[config.mk]
export PLATFORM = sky130hd
export DESIGN_NAME = chirp_dds
export DESIGN_NICKNAME = d
export VERILOG_FILES = /design/src/rtl/chirp_dds_pkg.sv /design/src/rtl/incr_stage.sv /design/src/rtl/phase_stage.sv /design/src/rtl/sine_lut.sv /design/src/rtl/chirp_dds.sv
export SDC_FILE = /design/constraint.sdc
export NUM_CORES = 1
export LEC_CHECK = 0
export BUFFER_PORTS_ARGS = -buffer_cell sky130_fd_sc_hd__buf_2
export CELL_PAD_IN_SITES_DETAIL_PLACEMENT = 1
export CELL_PAD_IN_SITES_GLOBAL_PLACEMENT = 2
export CORE_ASPECT_RATIO = 0.5
export CORE_MARGIN = 2
export CORE_UTILIZATION = 33
export CTS_CLUSTER_SIZE = 25
export DETAILED_ROUTE_END_ITERATION = 8
export MAX_ROUTING_LAYER = met4
export PLACE_DENSITY_LB_ADDON = 0.1
export SLEW_MARGIN = 20
export SYNTH_ARGS = -nofsm -noshare
export SYNTH_HDL_FRONTEND = slang
export SYNTH_HIERARCHICAL = 1
export SYNTH_SLANG_ARGS = --single-unit
[constraint.sdc]
create_clock -name clk -period 7 [get_ports clk]
set_clock_uncertainty 0.15 [all_clocks]
set_input_delay 1.75 -clock clk [delete_from_list [all_inputs] [get_ports clk]]
set_output_delay 1.75 -clock clk [all_outputs]
set_load 0.02 [all_outputs]
[src/rtl/chirp_dds_pkg.sv]
package chirp_dds_pkg;

    localparam int PH_W    = 32;
    localparam int ADDR_W  = 10;
    localparam int AMP_W   = 12;
    localparam int QTR_W   = ADDR_W - 2;
    localparam int QTR_N   = 1 << QTR_W;
    localparam int MAG_W   = AMP_W - 1;
    localparam int MAG_MAX = (1 << MAG_W) - 1;

    typedef logic [QTR_N-1:0][MAG_W-1:0] qtr_tbl_t;

    // Quarter-wave magnitudes sampled at half-step offsets, so mirroring
    // the index yields the exact symmetric point without a 257th entry.
    function automatic qtr_tbl_t build_qtr_tbl();
        qtr_tbl_t t;
        real      ang;
        for (int k = 0; k < QTR_N; k++) begin
            ang  = 3.14159265358979 * (real'(k) + 0.5) / real'(2 * QTR_N);
            t[k] = MAG_W'($rtoi(real'(MAG_MAX) * $sin(ang) + 0.5));
        end
        return t;
    endfunction

endpackage

[src/rtl/incr_stage.sv]
module incr_stage
    import chirp_dds_pkg::*;
#(
    parameter int W = PH_W
) (
    input  logic                clk,
    input  logic                rst_n,
    input  logic                load,
    input  logic                freeze,
    input  logic [W-1:0]        start_inc,
    input  logic signed [W-1:0] rate,
    input  logic [W-1:0]        lo,
    input  logic [W-1:0]        hi,
    output logic [W-1:0]        inc
);

    localparam int XW = W + 2;

    typedef struct packed {
        logic [W-1:0] inc;
    } inc_st_t;

    inc_st_t st_d, st_q;

    logic signed [XW-1:0] sum_x, tgt_x, lo_x, hi_x;
    logic [W-1:0]         clamped;

    always_comb begin
        sum_x = $signed({2'b00, st_q.inc}) + $signed({{2{rate[W-1]}}, rate});
        tgt_x = load ? $signed({2'b00, start_inc}) : sum_x;
        lo_x  = $signed({2'b00, lo});
        hi_x  = $signed({2'b00, hi});
        if (tgt_x > hi_x) begin
            clamped = hi;
        end else if (tgt_x < lo_x) begin
            clamped = lo;
        end else begin
            clamped = tgt_x[W-1:0];
        end
        st_d = st_q;
        if (load || !freeze) begin
            st_d.inc = clamped;
        end
    end

    always_ff @(posedge clk) begin
        if (!rst_n) begin
            st_q <= '0;
        end else begin
            st_q <= st_d;
        end
    end

    assign inc = st_q.inc;

endmodule

[src/rtl/phase_stage.sv]
module phase_stage
    import chirp_dds_pkg::*;
#(
    parameter int W = PH_W
) (
    input  logic         clk,
    input  logic         rst_n,
    input  logic         clear,
    input  logic [W-1:0] inc,
    output logic [W-1:0] phase
);

    typedef struct packed {
        logic [W-1:0] acc;
    } ph_st_t;

    ph_st_t st_d, st_q;

    always_comb begin
        st_d = st_q;
        if (clear) begin
            st_d.acc = '0;
        end else begin
            st_d.acc = st_q.acc + inc;
        end
    end

    always_ff @(posedge clk) begin
        if (!rst_n) begin
            st_q <= '0;
        end else begin
            st_q <= st_d;
        end
    end

    assign phase = st_q.acc;

endmodule

[src/rtl/sine_lut.sv]
module sine_lut
    import chirp_dds_pkg::*;
#(
    parameter int AW = ADDR_W,
    parameter int OW = AMP_W
) (
    input  logic                 clk,
    input  logic                 rst_n,
    input  logic [AW-1:0]        addr,
    output logic signed [OW-1:0] sample
);

    localparam int IW = AW - 2;
    localparam int MW = OW - 1;
    localparam qtr_tbl_t TBL = build_qtr_tbl();

    typedef struct packed {
        logic [MW-1:0]        mag;
        logic                 neg;
        logic signed [OW-1:0] smp;
    } lut_st_t;

    lut_st_t st_d, st_q;

    logic [1:0]           quad;
    logic [IW-1:0]        idx;
    logic signed [OW-1:0] mag_s;

    always_comb begin
        quad  = addr[AW-1 -: 2];
        idx   = quad[0] ? ~addr[IW-1:0] : addr[IW-1:0];
        mag_s = $signed({1'b0, st_q.mag});
        st_d      = st_q;
        st_d.mag  = TBL[idx];
        st_d.neg  = quad[1];
        st_d.smp  = st_q.neg ? -mag_s : mag_s;
    end

    always_ff @(posedge clk) begin
        if (!rst_n) begin
            st_q <= '0;
        end else begin
            st_q <= st_d;
        end
    end

    assign sample = st_q.smp;

endmodule

[src/rtl/chirp_dds.sv]
module chirp_dds
    import chirp_dds_pkg::*;
(
    input  logic                    clk,
    input  logic                    rst_n,
    input  logic                    start,
    input  logic                    hold,
    input  logic [PH_W-1:0]         start_inc,
    input  logic signed [PH_W-1:0]  chirp_rate,
    input  logic [PH_W-1:0]         inc_lo,
    input  logic [PH_W-1:0]         inc_hi,
    output logic [PH_W-1:0]         phase,
    output logic [PH_W-1:0]         incr,
    output logic signed [AMP_W-1:0] sample
);

    logic [PH_W-1:0] inc_w;
    logic [PH_W-1:0] phase_w;

    incr_stage #(.W(PH_W)) u_incr (
        .clk       (clk),
        .rst_n     (rst_n),
        .load      (start),
        .freeze    (hold),
        .start_inc (start_inc),
        .rate      (chirp_rate),
        .lo        (inc_lo),
        .hi        (inc_hi),
        .inc       (inc_w)
    );

    phase_stage #(.W(PH_W)) u_phase (
        .clk   (clk),
        .rst_n (rst_n),
        .clear (start),
        .inc   (inc_w),
        .phase (phase_w)
    );

    sine_lut #(.AW(ADDR_W), .OW(AMP_W)) u_lut (
        .clk    (clk),
        .rst_n  (rst_n),
        .addr   (phase_w[PH_W-1 -: ADDR_W]),
        .sample (sample)
    );

    assign phase = phase_w;
    assign incr  = inc_w;

endmodule

==> summary.md <==
| Metric | Value |
|---|---|
| Status | complete, no violations |
| Htree depth | 3 |
| Largest net degree at the start of global routing | 64 |
| Worst slew margin | 22.8% |
| Critical path's top delay family | compound AO/OA/AOI/OAI gates |
| Netlist cell types | 109 |
| R2R depth | 23 |
| Storage cell area | 1770 µm² |
| P&R area growth vs syn | 11.8% |
| Worst hold stages | 2 |
| Total Wirelength | 70.1 mm |
| Post-synth ARST share | 0% |
| Placed cell areas | 15300 µm² |
| Fill cells | 5406 |
| Die H | 150 µm |
| Final worst slack | 365 ps |
| Die Width | 296 µm |
| CTS tree | done |
| Worst r2r dst | u_incr/inc[3]$_SDFFE_PN0P_ |
| Final ANT Viol Nets | 0 |
| Share of cells above drive strength 1 | 16.6% |
| FP Rows | 53 |
| Syn Inst Count | 2006 |
| WP buf/inv | 5 |
| Design Area, Final | 15700 µm² |
| Antenna violations before repair | 6 |
| Synth Register Bits | 88 |
| Via density | 6.12 |
| Slew @ Worst Pin | 1150 ps |
| Ports | 208 |
| F_max | 0.151 GHz |
| TNS Setup | 0 ps |
| Hold Path End | u_lut/sample[0]$_SDFF_PN0_ |
| Yosys warns | 6 |
| Initial core utilization | 33.5% |
| Number of setup violations in the final report | 0 |
| Arr. time, crit path | 6740 ps |
| CP cell instances | buf_2 > ha_1 > a21o_1 > a21oi_1 > a21boi_0 > o21ai_0 > a21boi_0 > o21ai_0 > nand2_1 > o221ai_2 > inv_1 > ha_1 > nand4_1 > a31oi_1 > a2111oi_0 > buf_4 > o21ai_1 > a211o_2 > o21ai_1 > a2111o_1 > buf_4 > nor2b_4 > buf_12 > a221o_1 |
| Util after Layout | 37.4% |
| GP Congestion | 1.04 |
| Syn nets | 2286 |
| Required time of the critical path | 7110 ps |
| RR Startpoint | u_incr/inc[3]$_SDFFE_PN0P_ |
| Hold_sp | u_lut/mag_s[0]$_SDFF_PN0_ |
| Slowest cell delay on critical path | 450 ps |
| Period minus WS final | 6640 ps |
| Final count of pins violating max slew | 0 |
| Startpoint types | input pin |
| Total CTS buffers | 9 |
| Vias | 16600 |
| RSZ-0062 raised after global routing | false |
| Final nets | 2406 |
| Router iterations before antenna repair | 5 |
| Post-Syn Area | 14100 µm² |
| Pleak | 6.96 nW |
| Critical-path maximum fanout | 13 |
| CTS clk-pin slew, worst paths | 70 ps |
| CP max-delay cell | a2111o_1 |
| DP Wirelength | 54.0 mm |
| Post-Place Setup Slack | -194 ps |
| Power per cell area | 450 nW/µm² |
| CTS root buffer | clkbuf_16 |
| Avg WL per Cell | 25.8 µm |
| Max Cap Violations | 0 |
| Crit path kind | in -> reg |
| Number of enable flip-flop cells after synthesis | 0 |
| Endpoint class of the critical path | flop |
| Area of the multi-input gates | 10900 µm² |
| Maximum VDD drop | 0.148 mV |
| Worst Hold Class | reg -> reg |
| CP startpoint | chirp_rate[3] |
| Total Die Area | 44400 µm² |
| DRC Markers | 0 |
| Clk sink count | 88 |
| Seq/Total Area, Yosys | 12.5% |
| Vias in the first global route | 16500 |
| Final period utilization | 94.8% |
| Core Region | 42000 µm² |
| Critical Path Stages | 24 |
| Final Hold Fails | 0 |
| Worst reg2reg setup slack | 1400 ps |
| Clk_lat worst skew | 370 ps |
| Top FF cell, synth | dfxtp_1 |
| Syn avg cell area | 7.01 µm² |
| Iteration-0 DRC Markers | 1494 |
| Overflow left after global routing | 0 |
| First-pass GRT wire length | 104 mm |
| Total power draw | 7.08 mW |
| CTS Buffer Depth | 2 |
| I/O Buffers | 207 |
| Tot GR Track Use | 31.9% |
[layout by cell type, fill, tap and decap left out, types with 12 or more instances in the layout]
cell type and instances:
nand2b_1 35, buf_4 56, o211ai_1 26, nor2_1 153
xnor2_1 33, a221o_1 28, mux2i_1 25, and2_1 16
dfxtp_1 84, a21o_1 34, o31ai_1 38, a211o_1 12
ha_1 146, nor3_1 56, a31oi_1 46, a311oi_1 12
a211oi_1 30, a21oi_1 189, nand4_1 33, o22ai_1 26
a221oi_1 15, or2_2 14, o221ai_1 19, nor2b_1 27
nand3_1 31, buf_2 207, o21a_1 18, inv_1 124
nand2_1 201, xor2_1 24, and3_1 15, o21ai_0 150
[sequential cells by signal, summed over array words and instances, names as in the netlist]
register       count
u_incr/inc        32
u_lut/st_q         1
u_lut/mag_s       11
u_lut/sample      12
u_phase/phase     32
[synth_stat cells (all sizes together), types with 9 or more instances]
cell / number / area share (%)
or2: 17 / 0.76
o21ai: 156 / 5.6
a211oi: 34 / 2.0
a311oi: 12 / 0.75
o21a: 18 / 0.96
nand2: 203 / 5.5
nand4: 33 / 1.5
a21o: 34 / 1.8
a221o: 29 / 2.1
a31oi: 46 / 2.0
xnor2: 33 / 2.1
a21boi: 9 / 0.48
dfxtp: 88 / 13
nand3: 31 / 1.1
nor2: 155 / 4.3
inv: 128 / 3.4
o221ai: 20 / 1.2
or3: 11 / 0.50
o22ai: 26 / 1.2
nor2b: 29 / 1.4
clkbuf: 60 / 1.9
o211ai: 26 / 1.4
a21oi: 191 / 6.9
nand2b: 36 / 1.7
a211o: 14 / 0.94
ha: 146 / 13
and3: 16 / 0.72
and2: 21 / 0.98
mux2i: 26 / 1.9
a221oi: 15 / 0.93
xor2: 25 / 1.6
a22oi: 11 / 0.62
nor3: 57 / 2.1
buf: 97 / 4.8
o31ai: 40 / 2.2
[power breakdown]
part | switching, mW | internal [mW] | leakage, nW | total [mW]
sequential | 0.238 | 0.657 | 0.726 | 0.895
clock | 0.236 | 0.299 | 0.157 | 0.535
combinational | 3.76 | 1.89 | 6.08 | 5.65
[cell families (layout without fill, tap and decap cells)]
logic type | count (synthesis) | after routing | synth area share [%]
AO/OA/AOI/OAI | 754 | 754 | 36.0
XOR/XNOR | 58 | 58 | 3.67
adder cells (fa/ha/maj) | 148 | 148 | 13.3
buffers and inverters | 289 | 413 | 10.3
flip-flops | 88 | 88 | 12.5
multiplexers | 30 | 30 | 2.28
other | 0 | 6 | 0
AND/OR/NAND/NOR | 639 | 640 | 22.0
[how the worst max path moves through the flow]
stage	end	slack [ps]
floorplan	u_incr/inc[17]$_SDFFE_PN0P_	630
global placement	u_incr/inc[4]$_SDFFE_PN0P_	-90
detailed placement	u_incr/inc[14]$_SDFFE_PN0P_	-190
CTS	u_incr/inc[16]$_SDFFE_PN0P_	180
global route	u_incr/inc[1]$_SDFFE_PN0P_	20
finish	u_incr/inc[3]$_SDFFE_PN0P_	360
[what timing repair did]
action | in CTS | in global routing
hold buffers | 0 | 0
resized for setup | 0 | 6
endpoints found under the setup margin | 0 | 28
buffers inserted | 0 | 3
[metal layers]
layer / vias to the layer above / share of wire (%) / global-route usage [%]
met5: - / 0 / -
met2: 750 / 47 / 53.0
met4: 0 / 3.7 / 12.5
li1: 7650 / - / -
met1: 8078 / 42 / 39.0
met3: 142 / 7.2 / 4.87
[area by class of cell]
cell class	count	area share, %
Antenna cell	6	0.0955
Clock buffer	11	1.61
Clock inverter	5	0.398
Inverter	130	3.11
Multi-Input combinational cell	1630	69.2
Sequential cell	88	11.3
Tap cell	577	4.59
Timing Repair Buffer	267	9.72
[through the flow]
stage	instances	hold WS, ps
floorplan	2006	282
global placement	2688	311
detailed placement	2688	307
CTS	2704	335
global route	2714	374
finish	2714	336
[worst min-delay path, stage by stage, from the launching register on]
cell and delay (ps):
dfxtp_1 320, inv_1 70, nor2_1 50
Power figures use the tool's default switching activity.
